[config.mk]
export PLATFORM = sky130hd
export DESIGN_NAME = lim_irq_top
export DESIGN_NICKNAME = d
export VERILOG_FILES = /design/src/rtl/lim_irq_pkg.sv /design/src/rtl/lim_window_bank.sv /design/src/rtl/lim_status_bank.sv /design/src/rtl/lim_ctrl_regs.sv /design/src/rtl/lim_irq_gate.sv /design/src/rtl/lim_irq_top.sv
export SDC_FILE = /design/constraint.sdc
export NUM_CORES = 1
export LEC_CHECK = 0
export CAP_MARGIN = 20
export CORE_AREA = 4 4 204 126
export CTS_CLUSTER_SIZE = 12
export DETAILED_ROUTE_END_ITERATION = 8
export DIE_AREA = 0 0 208 130
export GPL_ROUTABILITY_DRIVEN = 1
export GPL_TIMING_DRIVEN = 1
export PLACE_DENSITY_LB_ADDON = 0.3
export SYNTH_ARGS = -nofsm -noshare
export SYNTH_HDL_FRONTEND = slang
export SYNTH_SLANG_ARGS = --single-unit
[constraint.sdc]
create_clock -name clk -period 4.4 [get_ports clk]
set_input_delay 0.88 -clock clk [delete_from_list [all_inputs] [get_ports clk]]
set_output_delay 0.88 -clock clk [all_outputs]
set_load 0.01 [all_outputs]
[src/rtl/lim_irq_pkg.sv]
package lim_irq_pkg;

    parameter int MEAS_N   = 9;
    parameter int DATA_W   = 8;
    parameter int CHAN_W   = 4;
    parameter int ADDR_W   = 8;
    localparam int STAT_N  = MEAS_N + 1;
    localparam int INTR_IX = MEAS_N;
    localparam logic [MEAS_N-1:0] FAN_SEL = 9'b0_1100_0000;

    localparam int CFG_EN_BIT  = 1;
    localparam int CFG_CLR_BIT = 3;

    localparam logic [ADDR_W-1:0] A_CFG    = 8'h00;
    localparam logic [ADDR_W-1:0] A_STAT_L = 8'h01;
    localparam logic [ADDR_W-1:0] A_STAT_H = 8'h02;
    localparam logic [ADDR_W-1:0] A_MASK_L = 8'h03;
    localparam logic [ADDR_W-1:0] A_MASK_H = 8'h04;
    localparam logic [3:0] PG_HI  = 4'h1;
    localparam logic [3:0] PG_LO  = 4'h2;
    localparam logic [3:0] PG_VAL = 4'h3;

    typedef logic [DATA_W-1:0] byte_t;

    typedef struct packed {
        logic en;
        logic clr;
    } irq_ctrl_t;

    typedef struct packed {
        logic  valid;
        logic [CHAN_W-1:0] chan;
        byte_t data;
    } meas_t;

    function automatic logic out_of_window(byte_t v, byte_t hi, byte_t lo, logic fan);
        return (v > hi) || (!fan && (v < lo));
    endfunction

endpackage

[src/rtl/lim_window_bank.sv]
module lim_window_bank
    import lim_irq_pkg::*;
#(
    parameter int NM = MEAS_N,
    parameter int DW = DATA_W,
    parameter int CW = CHAN_W,
    parameter logic [NM-1:0] FANS = FAN_SEL
) (
    input  logic                     clk,
    input  logic                     rst,
    input  logic                     hi_we,
    input  logic                     lo_we,
    input  logic [CW-1:0]            wr_chan,
    input  logic [DW-1:0]            wr_data,
    input  meas_t                    meas,
    output logic [NM-1:0][DW-1:0]    hi_q,
    output logic [NM-1:0][DW-1:0]    lo_q,
    output logic [NM-1:0][DW-1:0]    val_q,
    output logic [NM-1:0]            upd,
    output logic                     verdict
);
    byte_t sel_hi, sel_lo;
    logic  sel_fan;

    for (genvar g = 0; g < NM; g++) begin : g_chan
        assign upd[g] = meas.valid && (meas.chan == CW'(g));

        always_ff @(posedge clk) begin
            if (rst) begin
                hi_q[g]  <= '1;
                lo_q[g]  <= '0;
                val_q[g] <= '0;
            end else begin
                if (hi_we && wr_chan == CW'(g)) hi_q[g] <= wr_data;
                if (lo_we && wr_chan == CW'(g)) lo_q[g] <= wr_data;
                if (upd[g]) val_q[g] <= meas.data;
            end
        end
    end

    // one shared comparator: only one channel is updated per cycle
    always_comb begin
        sel_hi  = '1;
        sel_lo  = '0;
        sel_fan = 1'b0;
        for (int i = 0; i < NM; i++) begin
            if (upd[i]) begin
                sel_hi  = hi_q[i];
                sel_lo  = lo_q[i];
                sel_fan = FANS[i];
            end
        end
        verdict = out_of_window(meas.data, sel_hi, sel_lo, sel_fan);
    end

endmodule

[src/rtl/lim_status_bank.sv]
module lim_status_bank
    import lim_irq_pkg::*;
#(
    parameter int NM = MEAS_N,
    localparam int NS = NM + 1
) (
    input  logic          clk,
    input  logic          rst,
    input  logic [NM-1:0] upd,
    input  logic          verdict,
    input  logic          intrusion_in,
    output logic [NS-1:0] status
);
    for (genvar g = 0; g < NM; g++) begin : g_bit
        always_ff @(posedge clk) begin
            if (rst)         status[g] <= 1'b0;
            else if (upd[g]) status[g] <= verdict;
        end
    end

    always_ff @(posedge clk) begin
        if (rst) status[NM] <= 1'b0;
        else     status[NM] <= intrusion_in;
    end

endmodule

[src/rtl/lim_ctrl_regs.sv]
module lim_ctrl_regs
    import lim_irq_pkg::*;
#(
    parameter int NS = STAT_N,
    parameter int DW = DATA_W
) (
    input  logic          clk,
    input  logic          rst,
    input  logic          cfg_we,
    input  logic          mask_lo_we,
    input  logic          mask_hi_we,
    input  logic [DW-1:0] wdata,
    output logic [DW-1:0] cfg_q,
    output logic [NS-1:0] mask_q,
    output irq_ctrl_t     ctrl
);
    localparam int WIDE = 2 * DW;

    logic [WIDE-1:0] mask_pad, mask_nxt;

    assign mask_pad = WIDE'(mask_q);
    assign mask_nxt = mask_lo_we ? {mask_pad[WIDE-1:DW], wdata}
                                 : {wdata, mask_pad[DW-1:0]};

    always_ff @(posedge clk) begin
        if (rst) begin
            cfg_q  <= '0;
            mask_q <= '1;
        end else begin
            if (cfg_we) cfg_q <= wdata;
            if (mask_lo_we || mask_hi_we) mask_q <= mask_nxt[NS-1:0];
        end
    end

    assign ctrl.en  = cfg_q[CFG_EN_BIT];
    assign ctrl.clr = cfg_q[CFG_CLR_BIT];

endmodule

[src/rtl/lim_irq_gate.sv]
module lim_irq_gate
    import lim_irq_pkg::*;
#(
    parameter int NS = STAT_N
) (
    input  logic [NS-1:0] status,
    input  logic [NS-1:0] mask,
    input  irq_ctrl_t     ctrl,
    output logic          int_n,
    output logic          int_oe
);
    logic pending;

    assign pending = |(status & ~mask);
    assign int_oe  = ctrl.en && !ctrl.clr && pending;
    assign int_n   = !int_oe;

endmodule

[src/rtl/lim_irq_top.sv]
module lim_irq_top
    import lim_irq_pkg::*;
#(
    parameter int NM = MEAS_N,
    parameter int DW = DATA_W,
    parameter int CW = CHAN_W,
    parameter int AW = ADDR_W,
    localparam int NS = NM + 1
) (
    input  logic          clk,
    input  logic          rst,
    input  logic          reg_we,
    input  logic [AW-1:0] reg_addr,
    input  logic [DW-1:0] reg_wdata,
    output logic [DW-1:0] reg_rdata,
    input  logic          meas_valid,
    input  logic [CW-1:0] meas_chan,
    input  logic [DW-1:0] meas_data,
    input  logic          intrusion_in,
    output logic          int_n,
    output logic          int_oe
);
    localparam int WIDE = 2 * DW;

    meas_t                 meas;
    logic [NM-1:0][DW-1:0] hi_q, lo_q, val_q;
    logic [NM-1:0]         upd;
    logic                  verdict;
    logic [NS-1:0]         status, mask_q;
    logic [DW-1:0]         cfg_q;
    irq_ctrl_t             ctrl;
    logic [3:0]            page, slot;
    logic                  slot_ok;
    logic [WIDE-1:0]       stat_pad, mask_pad;

    assign meas    = '{valid: meas_valid, chan: meas_chan, data: meas_data};
    assign page    = reg_addr[7:4];
    assign slot    = reg_addr[3:0];
    assign slot_ok = slot < 4'(NM);

    lim_window_bank #(.NM(NM), .DW(DW), .CW(CW), .FANS(FAN_SEL)) u_win (
        .clk(clk), .rst(rst),
        .hi_we(reg_we && page == PG_HI && slot_ok),
        .lo_we(reg_we && page == PG_LO && slot_ok),
        .wr_chan(CW'(slot)), .wr_data(reg_wdata),
        .meas(meas), .hi_q(hi_q), .lo_q(lo_q), .val_q(val_q),
        .upd(upd), .verdict(verdict)
    );

    lim_status_bank #(.NM(NM)) u_stat (
        .clk(clk), .rst(rst), .upd(upd), .verdict(verdict),
        .intrusion_in(intrusion_in), .status(status)
    );

    lim_ctrl_regs #(.NS(NS), .DW(DW)) u_ctrl (
        .clk(clk), .rst(rst),
        .cfg_we(reg_we && reg_addr == A_CFG),
        .mask_lo_we(reg_we && reg_addr == A_MASK_L),
        .mask_hi_we(reg_we && reg_addr == A_MASK_H),
        .wdata(reg_wdata), .cfg_q(cfg_q), .mask_q(mask_q), .ctrl(ctrl)
    );

    lim_irq_gate #(.NS(NS)) u_gate (
        .status(status), .mask(mask_q), .ctrl(ctrl),
        .int_n(int_n), .int_oe(int_oe)
    );

    assign stat_pad = WIDE'(status);
    assign mask_pad = WIDE'(mask_q);

    always_comb begin
        reg_rdata = '0;
        case (reg_addr)
            A_CFG:    reg_rdata = cfg_q;
            A_STAT_L: reg_rdata = stat_pad[DW-1:0];
            A_STAT_H: reg_rdata = stat_pad[WIDE-1:DW];
            A_MASK_L: reg_rdata = mask_pad[DW-1:0];
            A_MASK_H: reg_rdata = mask_pad[WIDE-1:DW];
            default: begin
                for (int i = 0; i < NM; i++) begin
                    if (slot == 4'(i)) begin
                        if (page == PG_HI)  reg_rdata = hi_q[i];
                        if (page == PG_LO)  reg_rdata = lo_q[i];
                        if (page == PG_VAL) reg_rdata = val_q[i];
                    end
                end
            end
        endcase
    end

endmodule

---- Yosys cells after proc, flatten, opt, wreduce, memory -nomap -nowiden ----
Cells that the tools add are included.
storage, ports and cells
  register bits after elaboration ......... 244
  input port bits ......................... 33
  output and inout port bits .............. 10
cells by class
  magnitude comparators ................... 3
  equality and inequality tests ........... 23
  multiplexer cells ....................... 60
  bitwise gates (word level) .............. 3
  reductions and logical operators ........ 49
operator list
  operator                                                               count
  8-bit 2-to-1 mux                                                       56
  8-bit case mux with 5 select lines                                     1
  1-bit logical AND                                                      37
  4-bit by 3-bit equality test with 1-bit output, second input constant  8
  4-bit by 2-bit equality test with 1-bit output, second input constant  6
  8-bit by 2-bit equality test with 1-bit output, second input constant  2
  4-bit by 1-bit equality test with 1-bit output, second input constant  3
  10-bit bitwise AND                                                     1
  10-bit NOT                                                             1
  10-bit OR reduction                                                    1
  4-bit equality test, second input constant                             2
  8-bit by 1-bit equality test with 1-bit output, second input constant  1
  8-bit by 3-bit equality test with 1-bit output, second input constant  1
  8-bit greater-than comparator                                          1
  4-bit logical NOT                                                      2
  8-bit logical NOT                                                      1
  8-bit < comparator                                                     1
  5-bit OR reduction                                                     1
  4-bit < comparator, second input constant                              1
  2-bit AND reduction                                                    2
  1-bit logical NOT                                                      3
  1-bit 2-to-1 mux                                                       3
  1-bit logical OR                                                       2
  1-bit NOT                                                              1

---- Depth between registers and ports, before layout ----
Gate-level depths: netlist of run 1.
  depth in word-level cells ............... 40
  gate-level depth with buffers ........... 14
  mapped depth without buffers ............ 11

---- By module ----
A second synthesis of run 1 with hierarchy kept.
unflattened totals
  cell total of the unflattened synthesis .. 1,633
  area, all modules ....................... 13,101.3 um2
by module, submodules not included
  module           instances  cells an instance  area each (um2)  sequential area each (um2)
  lim_window_bank  1          1,098              9,410.3          4,324.1
  lim_irq_top      1          424                2,575.0          0.0
  lim_ctrl_regs    1          63                 670.6            360.3
  lim_status_bank  1          31                 346.6            200.2
  lim_irq_gate     1          17                 98.8             0.0

---- Worst setup path before layout of run 1 ----
No wires, ideal clock.
  path kind ............................... input to register
  start point ............................. input meas_chan[0]
  end point ............................... register u_stat.status[2]
  arrival time ............................ 3.621 ns
  setup slack ............................. 0.632 ns
  stages .................................. 14
  buffers on the path ..................... 3
  path through ............................ buf_2 buf_2 buf_1 mux2i_1 o2bb2ai_1 a222oi_1 o211ai_1 o21ai_0 ha_1 nand4_1 nor2_1 o2111ai_1 o311ai_1 o221ai_1
on the way
  cells in the longest elaborated chain, start to end .. 14
  elaborated cells on any way between the ends .. 44
  those cells by class .................... order compare (2); eq/ne (8); mux (21); reduce/logical (13)
ends and longest elaborated chain
  item                             line                   text
  from (decl)                      lim_irq_top.sv:17      input logic [CW-1:0] meas_chan,
  4-bit logical NOT                lim_window_bank.sv:26  assign upd[g] = meas.valid && (meas.chan == CW'(g));
  1-bit logical AND                lim_window_bank.sv:26
  8-bit 2-to-1 mux (9 in a row)    lim_window_bank.sv:47  if (upd[i]) begin
  8-bit < comparator               lim_irq_pkg.sv:37      return (v > hi) || (!fan && (v < lo));
  1-bit logical AND                lim_irq_pkg.sv:37
  1-bit logical OR                 lim_irq_pkg.sv:37
  to (signal, indexed assignment)  lim_status_bank.sv:17  else if (upd[g]) status[g] <= verdict;
  to (decl)                        lim_status_bank.sv:12  output logic [NS-1:0] status
Several ways; a longest one is shown, not always the timed one.
A chain may end at the register's enable or synchronous reset.

---- Worst setup path in the final report of run 1 ----
  start point ............................. input reg_addr[1]
  end point ............................... output reg_rdata[6]
on the way
  cells in the longest elaborated chain, start to end .. 37
  elaborated cells on any way between the ends .. 50
  those cells by class .................... eq/ne (12); mux (36); reduce/logical (2)
ends and longest elaborated chain
  item                                  line               text
  from (decl)                           lim_irq_top.sv:13  input logic [AW-1:0] reg_addr,
  4-bit logical NOT                     lim_irq_top.sv:81  if (slot == 4'(i)) begin
  8-bit 2-to-1 mux                      lim_irq_top.sv:81
  8-bit 2-to-1 mux                      lim_irq_top.sv:73  case (reg_addr)
  8-bit 2-to-1 mux                      lim_irq_top.sv:82  if (page == PG_HI) reg_rdata = hi_q[i];
  8-bit 2-to-1 mux                      lim_irq_top.sv:83  if (page == PG_LO) reg_rdata = lo_q[i];
  8-bit 2-to-1 mux                      lim_irq_top.sv:84  if (page == PG_VAL) reg_rdata = val_q[i];
  8-bit 2-to-1 mux                      lim_irq_top.sv:81
  8-bit 2-to-1 mux                      lim_irq_top.sv:82
  [21 not listed]                       n/a
  8-bit 2-to-1 mux                      lim_irq_top.sv:83
  8-bit 2-to-1 mux                      lim_irq_top.sv:84
  8-bit 2-to-1 mux                      lim_irq_top.sv:81
  8-bit 2-to-1 mux                      lim_irq_top.sv:82
  8-bit 2-to-1 mux                      lim_irq_top.sv:83
  8-bit 2-to-1 mux                      lim_irq_top.sv:84
  8-bit 2-to-1 mux                      lim_irq_top.sv:81
  8-bit case mux with 5 select lines *  lim_irq_top.sv:73
  to (decl)                             lim_irq_top.sv:15  output logic [DW-1:0] reg_rdata,
Mark *: on every way between the ends. The rest lies on a longest branch, timed or not. The select of a mux whose other input is x is not followed.

==> summary.txt, run 1 <==
STA
  – Final Max Slew Viols: 0
  – Final period utilization: 0.9835
  – Fmax: 0.2311 GHz
  – Min cycle time layout: 4.328 ns
  – RSZ-0062 raised after global routing: no
  – Final worst-path setup slack: 0.07248 ns
  – Tightest Pin Transition: 1.075 ns
  – Slew HR: 0.2833
  – Skew final: 0.01561 ns
  – Hold Fails Final Rpt: 0
  – WHS: 0.4555 ns
  – Final setup vio count: 0

Min path
  – Hold WC Path Type: reg -> reg

Clock tree
  – TritonCTS clock tree: built
  – Max Buffers Root-to-Sink: 3
  – Clock-pin slew on the worst setup and hold paths: 0.06 ns
  – TritonCTS Buffers: 25
  – CTS Sinks: 244
  – H-tree depth: 1
  – Setup Buffers After CTS: 0
  – Hold buffer count at cts: 0
  – Root Buffer: clkbuf_16
  – Clk_lat worst skew: 0.56 ns

Setup path
  – Top cell by count, worst path: buf_4
  – Delay-heaviest family, CP: buffers and inverters
  – Slowest CP cell: clkdlybuf4s50_1
  – Slowest stage delay, CP: 0.53 ns
  – Critical path data arrival time: 3.45 ns
  – Endpoint class of the critical path: output port
  – Critical Path RT: 3.52 ns
  – Critical Path, Cell by Cell: clkdlybuf4s50_1 -> buf_4 -> or2_2 -> buf_6 -> nor4_2 -> buf_4 -> a2111oi_1 -> buf_4 -> nand4_1 -> clkdlybuf4s50_1
  – Crit-path max FO: 11
  – Critical path class: in -> out
  – Startpoint Class: input port
  – Number of buffers and inverters on the critical path: 6

Global routing
  – First-pass GRT wire length: 87.66 mm
  – Initial antenna violation count: 2
  – Vias in the first global route: 12810
  – Largest net degree at the start of global routing: 144
  – Global route overflow: 0
  – Tot GR Track Use: 0.4366

Placement
  – IO buf count: 42
  – RePlAce Congestion: 1.130
  – DP Cell Count: 2027
  – DP Worst Slack: -0.5200 ns
  – DP HPWL: 44.98 mm

Layout
  – Multi-input gate area: 0.007617 sq mm
  – Share of layout cells above drive strength 1: 0.1783
  – Nets: 1780
  – Fillcell total: 2059
  – Final Instance Count excl. Fillers: 2062
  – Register area: 0.004885 sq mm
  – Final core utilization: 0.6576
  – Syn-to-layout area delta: 21.05%

Drt
  – DRC Markers: 0
  – First-pass DRT Iterations: 8
  – Initial DRC count: 2707
  – Drt wl/cell: 29.61 um
  – Vias post-DR: 14090
  – Routed Antenna Nets: 0
  – Total wire length: 61.05 mm
  – Via/cell ratio: 6.832

Yosys
  – Unique masters post-synth: 75
  – Number of synthesized flops with an enable pin: 0
  – Mapped Area: 0.01298 sq mm
  – Synth Flop Type: dfxtp_1
  – Async SR Flop Fraction: 0
  – FF+latch count, synth: 244
  – Syn Inst Count: 1617
  – Syn Nets: 1665
  – Seq/Total Area, Yosys: 0.3764
  – Yosys warns: 0
  – Synth Area per Inst: 8.026 sq um

Job
  – Max-cap violations: 0

Floorplanning
  – Die footprint: 0.02704 sq mm
  – Number of top-level pins: 43
  – Initial Util: 0.5432
  – Width of the die: 208 um
  – Core footprint: 0.02389 sq mm
  – Site row count: 44
  – Die Span Y: 130 um

Status
  – Outcome: finished clean

Pwr
  – Pwr dens: 308.1 mW/mm^2
  – LEAKAGE: 6.014 nW
  – Worst VDD drop: 246.0 uV
==> registers in the layout, indices dropped and copies added (netlist names) <==
register,cells
u_win.hi_q,72
u_win.lo_q,72
u_win.val_q,72
u_ctrl.mask_q,10
u_stat.status,10
u_ctrl.cfg_q,8
==> where the power goes <==
group	internal, W	leakage, nW	switching, W
Sequential	0.00222	1.97	0.00000808
Combinational	0.000194	3.70	0.000379
Clock	0.00110	0.347	0.000941
==> synth_stat cells, drive strengths merged (5+ instances only) <==
cell     number  area, sq um
nand2       298         1119
dfxtp       244         4885
a21oi       141        705.7
nor2        134        508.0
clkbuf      105        394.1
mux2i        79        790.8
nand3        59        295.3
nand3b       58        435.4
a22oi        39        292.8
buf          39        182.7
o21ai        38        190.2
mux2         35        394.1
nor2b        33        206.5
a211o        29        254.0
nor4         23        143.9
o22ai        23        143.9
inv          21        78.83
nor3         18        138.9
ha           15        187.7
a21o         13        97.59
a31oi        13        81.33
o221ai       11        96.34
and2         10        62.56
mux4         10        225.2
nand2b       10        62.56
o2bb2ai       9        78.83
a211oi        8        65.06
o211ai        8        60.06
a2111oi       7        61.31
a222oi        6        60.06
nand4         6        37.54
and3          5        31.28
o2111ai       5        43.79
==> cell type report <==
class / count / area share
diodes: 1 / 0.0001593
clock buffers: 30 / 0.04165
clock inverters: 4 / 0.003345
inverters: 21 / 0.005017
multi-input cells: 1208 / 0.4848
flip-flops and latches: 244 / 0.3109
well taps: 322 / 0.02564
repair buffers: 232 / 0.1285
==> kinds of logic (layout without fill, tap and decap cells) <==
logic type | count (synthesis) | in the layout | synth area share
buf+inv | 165 | 287 | 0.05052
compound gates | 385 | 385 | 0.1965
mux | 124 | 124 | 0.1086
simple gates | 684 | 684 | 0.2535
fa+ha+maj | 15 | 15 | 0.01446
flops | 244 | 244 | 0.3764
other cells | 0 | 1 | 0
==> cells in the final DEF, fill, tap and decap left out, types with 9 or more instances in the layout <==
| cell type | netlist | final |
|---|---|---|
| a211o_1 | 29 | 28 |
| a21o_1 | 13 | 13 |
| a21oi_1 | 141 | 140 |
| a22oi_1 | 39 | 39 |
| a31oi_1 | 13 | 13 |
| buf_12 | 0 | 11 |
| buf_4 | 0 | 176 |
| clkbuf_16 | 0 | 25 |
| clkdlybuf4s50_1 | 0 | 27 |
| dfxtp_1 | 244 | 244 |
| dlygate4sd2_1 | 0 | 9 |
| ha_1 | 15 | 15 |
| inv_1 | 21 | 21 |
| mux2_2 | 35 | 35 |
| mux2i_1 | 79 | 79 |
| mux4_2 | 10 | 10 |
| nand2_1 | 298 | 297 |
| nand2b_1 | 10 | 10 |
| nand3_1 | 59 | 59 |
| nand3b_1 | 58 | 58 |
| nor2_1 | 132 | 132 |
| nor2b_1 | 33 | 32 |
| nor3_1 | 12 | 12 |
| nor4_1 | 23 | 13 |
| o21ai_0 | 38 | 38 |
| o221ai_1 | 11 | 11 |
| o22ai_1 | 23 | 22 |
| o2bb2ai_1 | 9 | 9 |
==> worst register-to-register path, stage by stage (launching register included) <==
cell and delay (ns):
dfxtp_1 0.38, mux2i_1 0.10, o2bb2ai_1 0.45, a222oi_1 0.20, buf_4 0.18, o211ai_1 0.16, o21ai_0 0.15, ha_1 0.33
a2111oi_0 0.53, o311ai_1 0.18, buf_4 0.22, o221ai_1 0.21
==> layer usage <==
metal  vias to the layer above  GRT usage  share of wire
li1                       6003          -              -
met1                      6639     0.6059           0.40
met2                      1206     0.6300           0.39
met3                       235     0.1646           0.16
met4                         4     0.1459          0.047
met5                         -          0        0.00033
==> timing repair <==
item                       4_1_cts  5_1_grt
pin swaps                        2        0
resized for setup               27       11
setup endpoints to repair        8        5
==> final timing paths <==
path	slack, ns	from	endpoint	cells after the start
min reg2reg	0.46	u_win.val_q[67]	u_win.val_q[67]	2
max reg2reg	1.23	u_win.lo_q[23]	u_stat.status[2]	11
max	0.07	reg_addr[1]	reg_rdata[6]	10
min	0.46	u_win.val_q[67]	u_win.val_q[67]	2
==> per-stage QoR <==
stage	TNS [ns]	total power, W	instance area [sq um]
global placement	-2.334	0.002802	14790
floorplan	0	0.002531	12980
CTS	0	0.004790	15660
detailed placement	-2.836	0.002810	14860
global route	0	0.004913	15710
finish	0	0.004841	15710
No activity file was read; power rests on OpenSTA's default activity.
==> inputs of run 2 (changes only) <==
- SETUP_SLACK_MARGIN: unset -> 0.3
- SKIP_CTS_REPAIR_TIMING: unset -> 1
==> summary.txt, run 2 (same netlist as run 1, synthesis figures left out) <==
Setup path
  – R2R depth: 12 (+1)
  – R2R setup slack: 1.25 ns (+0.02 ns)
  – Critical Path RT: 3.52 ns (about the same)
  – Startpoint Class: input port
  – Critical path data arrival time: 3.33 ns (-0.12 ns)
  – Reg-to-Reg Start: u_win.lo_q[21]
  – Slowest CP cell: clkdlybuf4s50_1
  – Critical path class: in -> out
  – Critical Path, Cell by Cell: clkdlybuf4s50_1 -> buf_4 -> or2_2 -> buf_4 -> a211o_2 -> a221oi_1 -> o21ai_1 -> buf_4 -> o31a_1 -> dlymetal6s2s_1
  – Top cell by count, worst path: buf_4
  – Crit-path max FO: 9 (-2)
  – R2R Path End: u_stat.status[2]
  – Endpoint class of the critical path: output port
  – Slowest stage delay, CP: 0.46 ns (-0.07 ns)

Clock tree
  – TritonCTS clock tree: built
  – H-tree depth: 1 (unchanged)
  – CTS Sinks: 244 (unchanged)
  – Root Buffer: clkbuf_16
  – TritonCTS Buffers: 25 (unchanged)
  – Max Buffers Root-to-Sink: 3 (unchanged)
  – Clock-pin slew on the worst setup and hold paths: 0.06 ns (about the same)
  – Clk_lat worst skew: 0.56 ns (about the same)

STA
  – Hold Fails Final Rpt: 0 (unchanged)
  – Final period utilization: 0.9561 (-0.02741)
  – Final setup vio count: 0 (unchanged)
  – Fmax: 0.2377 GHz (+2.9%)
  – Final Max Slew Viols: 0 (unchanged)
  – Min cycle time layout: 4.207 ns (-0.1206 ns)
  – WHS: 0.4564 ns (+0.0008620 ns)
  – Slew HR: 0.2822 (-0.001032)
  – Skew final: 0.02005 ns (+0.004447 ns)
  – RSZ-0062 raised after global routing: yes
  – Final worst-path setup slack: 0.1931 ns (+0.1206 ns)
  – Tightest Pin Transition: 1.077 ns (+0.001548 ns)

Placement
  – RePlAce Congestion: 1.130 (unchanged)
  – IO buf count: 42 (unchanged)
  – DP Worst Slack: -0.5200 ns (unchanged)
  – DP HPWL: 44.98 mm (unchanged)

Pwr
  – Internal power: 0.003519 W (+0.15%)
  – Pwr dens: 306.4 mW/mm^2 (-0.57%)
  – Flop pwr share: 0.458 (-0.002)
  – Switching part of the total power: 0.2758 (+0.001598)
  – Sw power: 0.001340 W (+0.96%)
  – LEAKAGE: 6.128 nW (+1.9%)
  – Combinational Power Share: 0.120 (+0.002)
  – Clock power share: 0.421 (about the same)
  – Worst VDD drop: 247.0 uV (+0.41%)

Global routing
  – Vias in the first global route: 12810 (+0.0078%)
  – Initial antenna violation count: 2 (unchanged)
  – Largest net degree at the start of global routing: 144 (unchanged)
  – Tot GR Track Use: 0.4348 (-0.001769)
  – First-pass GRT wire length: 87.13 mm (-0.61%)
  – Global route overflow: 0 (unchanged)

Drt
  – Total wire length: 61.36 mm (+0.50%)
  – Routed Antenna Nets: 0 (unchanged)
  – First-pass DRT Iterations: 9 (+1)
  – Initial DRC count: 2647 (-2.2%)
  – Drt wl/cell: 29.73 um (+0.40%)
  – Vias post-DR: 14190 (+0.71%)
  – DRC Markers: 6 (+6)
  – Via/cell ratio: 6.874 (+0.61%)

Layout
  – Fillcell total: 2033 (-1.3%)
  – Most frequent cells in the layout: 297 x nand2_1, 244 x dfxtp_1, 178 x buf_4
  – Nets: 1783 (+0.17%)
  – Share of layout cells above drive strength 1: 0.1877 (+0.009452)
  – Diode count: 0 (-1)
  – Commonest non-fill, non-tap cell in the layout: nand2_1
  – Syn-to-layout area delta: 22.20%
  – Largest regs: u_win.hi_q (72), u_win.lo_q (72), u_win.val_q (72)
  – Final core utilization: 0.6638 (+0.006232)

Floorplanning
  – Die footprint: 0.02704 sq mm (unchanged)
  – Initial Util: 0.5432 (unchanged)
  – Site row count: 44 (unchanged)
  – Number of top-level pins: 43 (unchanged)
  – Die Span Y: 130 um (unchanged)
  – Width of the die: 208 um (unchanged)
  – Core footprint: 0.02389 sq mm (unchanged)

Status
  – Outcome: finished, violations left
  – Violated checks: DRC

Min path
  – Min-delay src: u_win.val_q[70]
  – Hold WC Path Type: reg -> reg
  – Hold Crit Endpoint: u_win.val_q[70]
  – Hold Path Depth: 2 (unchanged)

Job
  – Max-cap violations: 0 (unchanged)
-- run 2: cell count changes in the layout (fill, tap and decap cells not counted), sizes merged --
cell           change
diode              -1
buf                +4
clkbuf             +1
dlygate4sd2        -9
clkdlybuf4s50      -1
dlymetal6s2s       +8
-- run 2: power groups by stage --
stage	Clock, W	Combinational (W)	Sequential, W
floorplan	0	0.000258	0.00227
global placement	0	0.000526	0.00228
detailed placement	0	0.000533	0.00228
CTS	0.00202	0.000535	0.00223
global route	0.00211	0.000588	0.00223
finish	0.00205	0.000585	0.00223
-- run 2: layer usage --
metal,track usage,vias to the layer above,share of wire
li1,-,6025,-
met1,0.5987,6765,0.40
met2,0.6317,1174,0.40
met3,0.1704,221,0.16
met4,0.1386,2,0.045
met5,0,-,0.00020
-- run 2: metrics by stage --
step                      TNS (ns)  total power (W)  std cells  instance area, sq um
after floorplan                  0         0.002531       1617                 12980
after global placement      -2.334         0.002802       2024                 14790
after detailed placement    -2.836         0.002810       2027                 14860
after CTS                   -2.904         0.004787       2061                 15570
after global routing             0         0.004922       2064                 15860
final                            0         0.004859       2064                 15860
-- run 2: critical path, delay by kind of cell --
kind / cells / cell delay [ns]
compound gates: 4 / 0.92
buf+inv: 5 / 1.16
simple gates: 1 / 0.37
-- run 2: how the worst max path moves through the flow --
stage	start	end	slack (ns)	cells past startpoint
floorplan	meas_chan[0]	u_stat.status[2]	0.63	14
global placement	reg_addr[3]	reg_rdata[7]	-0.49	10
detailed placement	reg_addr[3]	reg_rdata[7]	-0.52	10
CTS	reg_addr[3]	reg_rdata[7]	-0.53	10
global route	reg_addr[1]	reg_rdata[1]	0.14	10
finish	reg_addr[1]	reg_rdata[1]	0.19	10
-- run 2: area by class of cell --
class                      count  area, sq um  share of cell area
multi-input combinational   1208         7717              0.4866
sequential                   244         4885              0.3080
timing repair buffer         235         2069              0.1305
clock buffer                  30        654.4             0.04126
tap                          322        402.9             0.02540
inverter                      21        78.83            0.004970
clock inverter                 4        52.55            0.003313
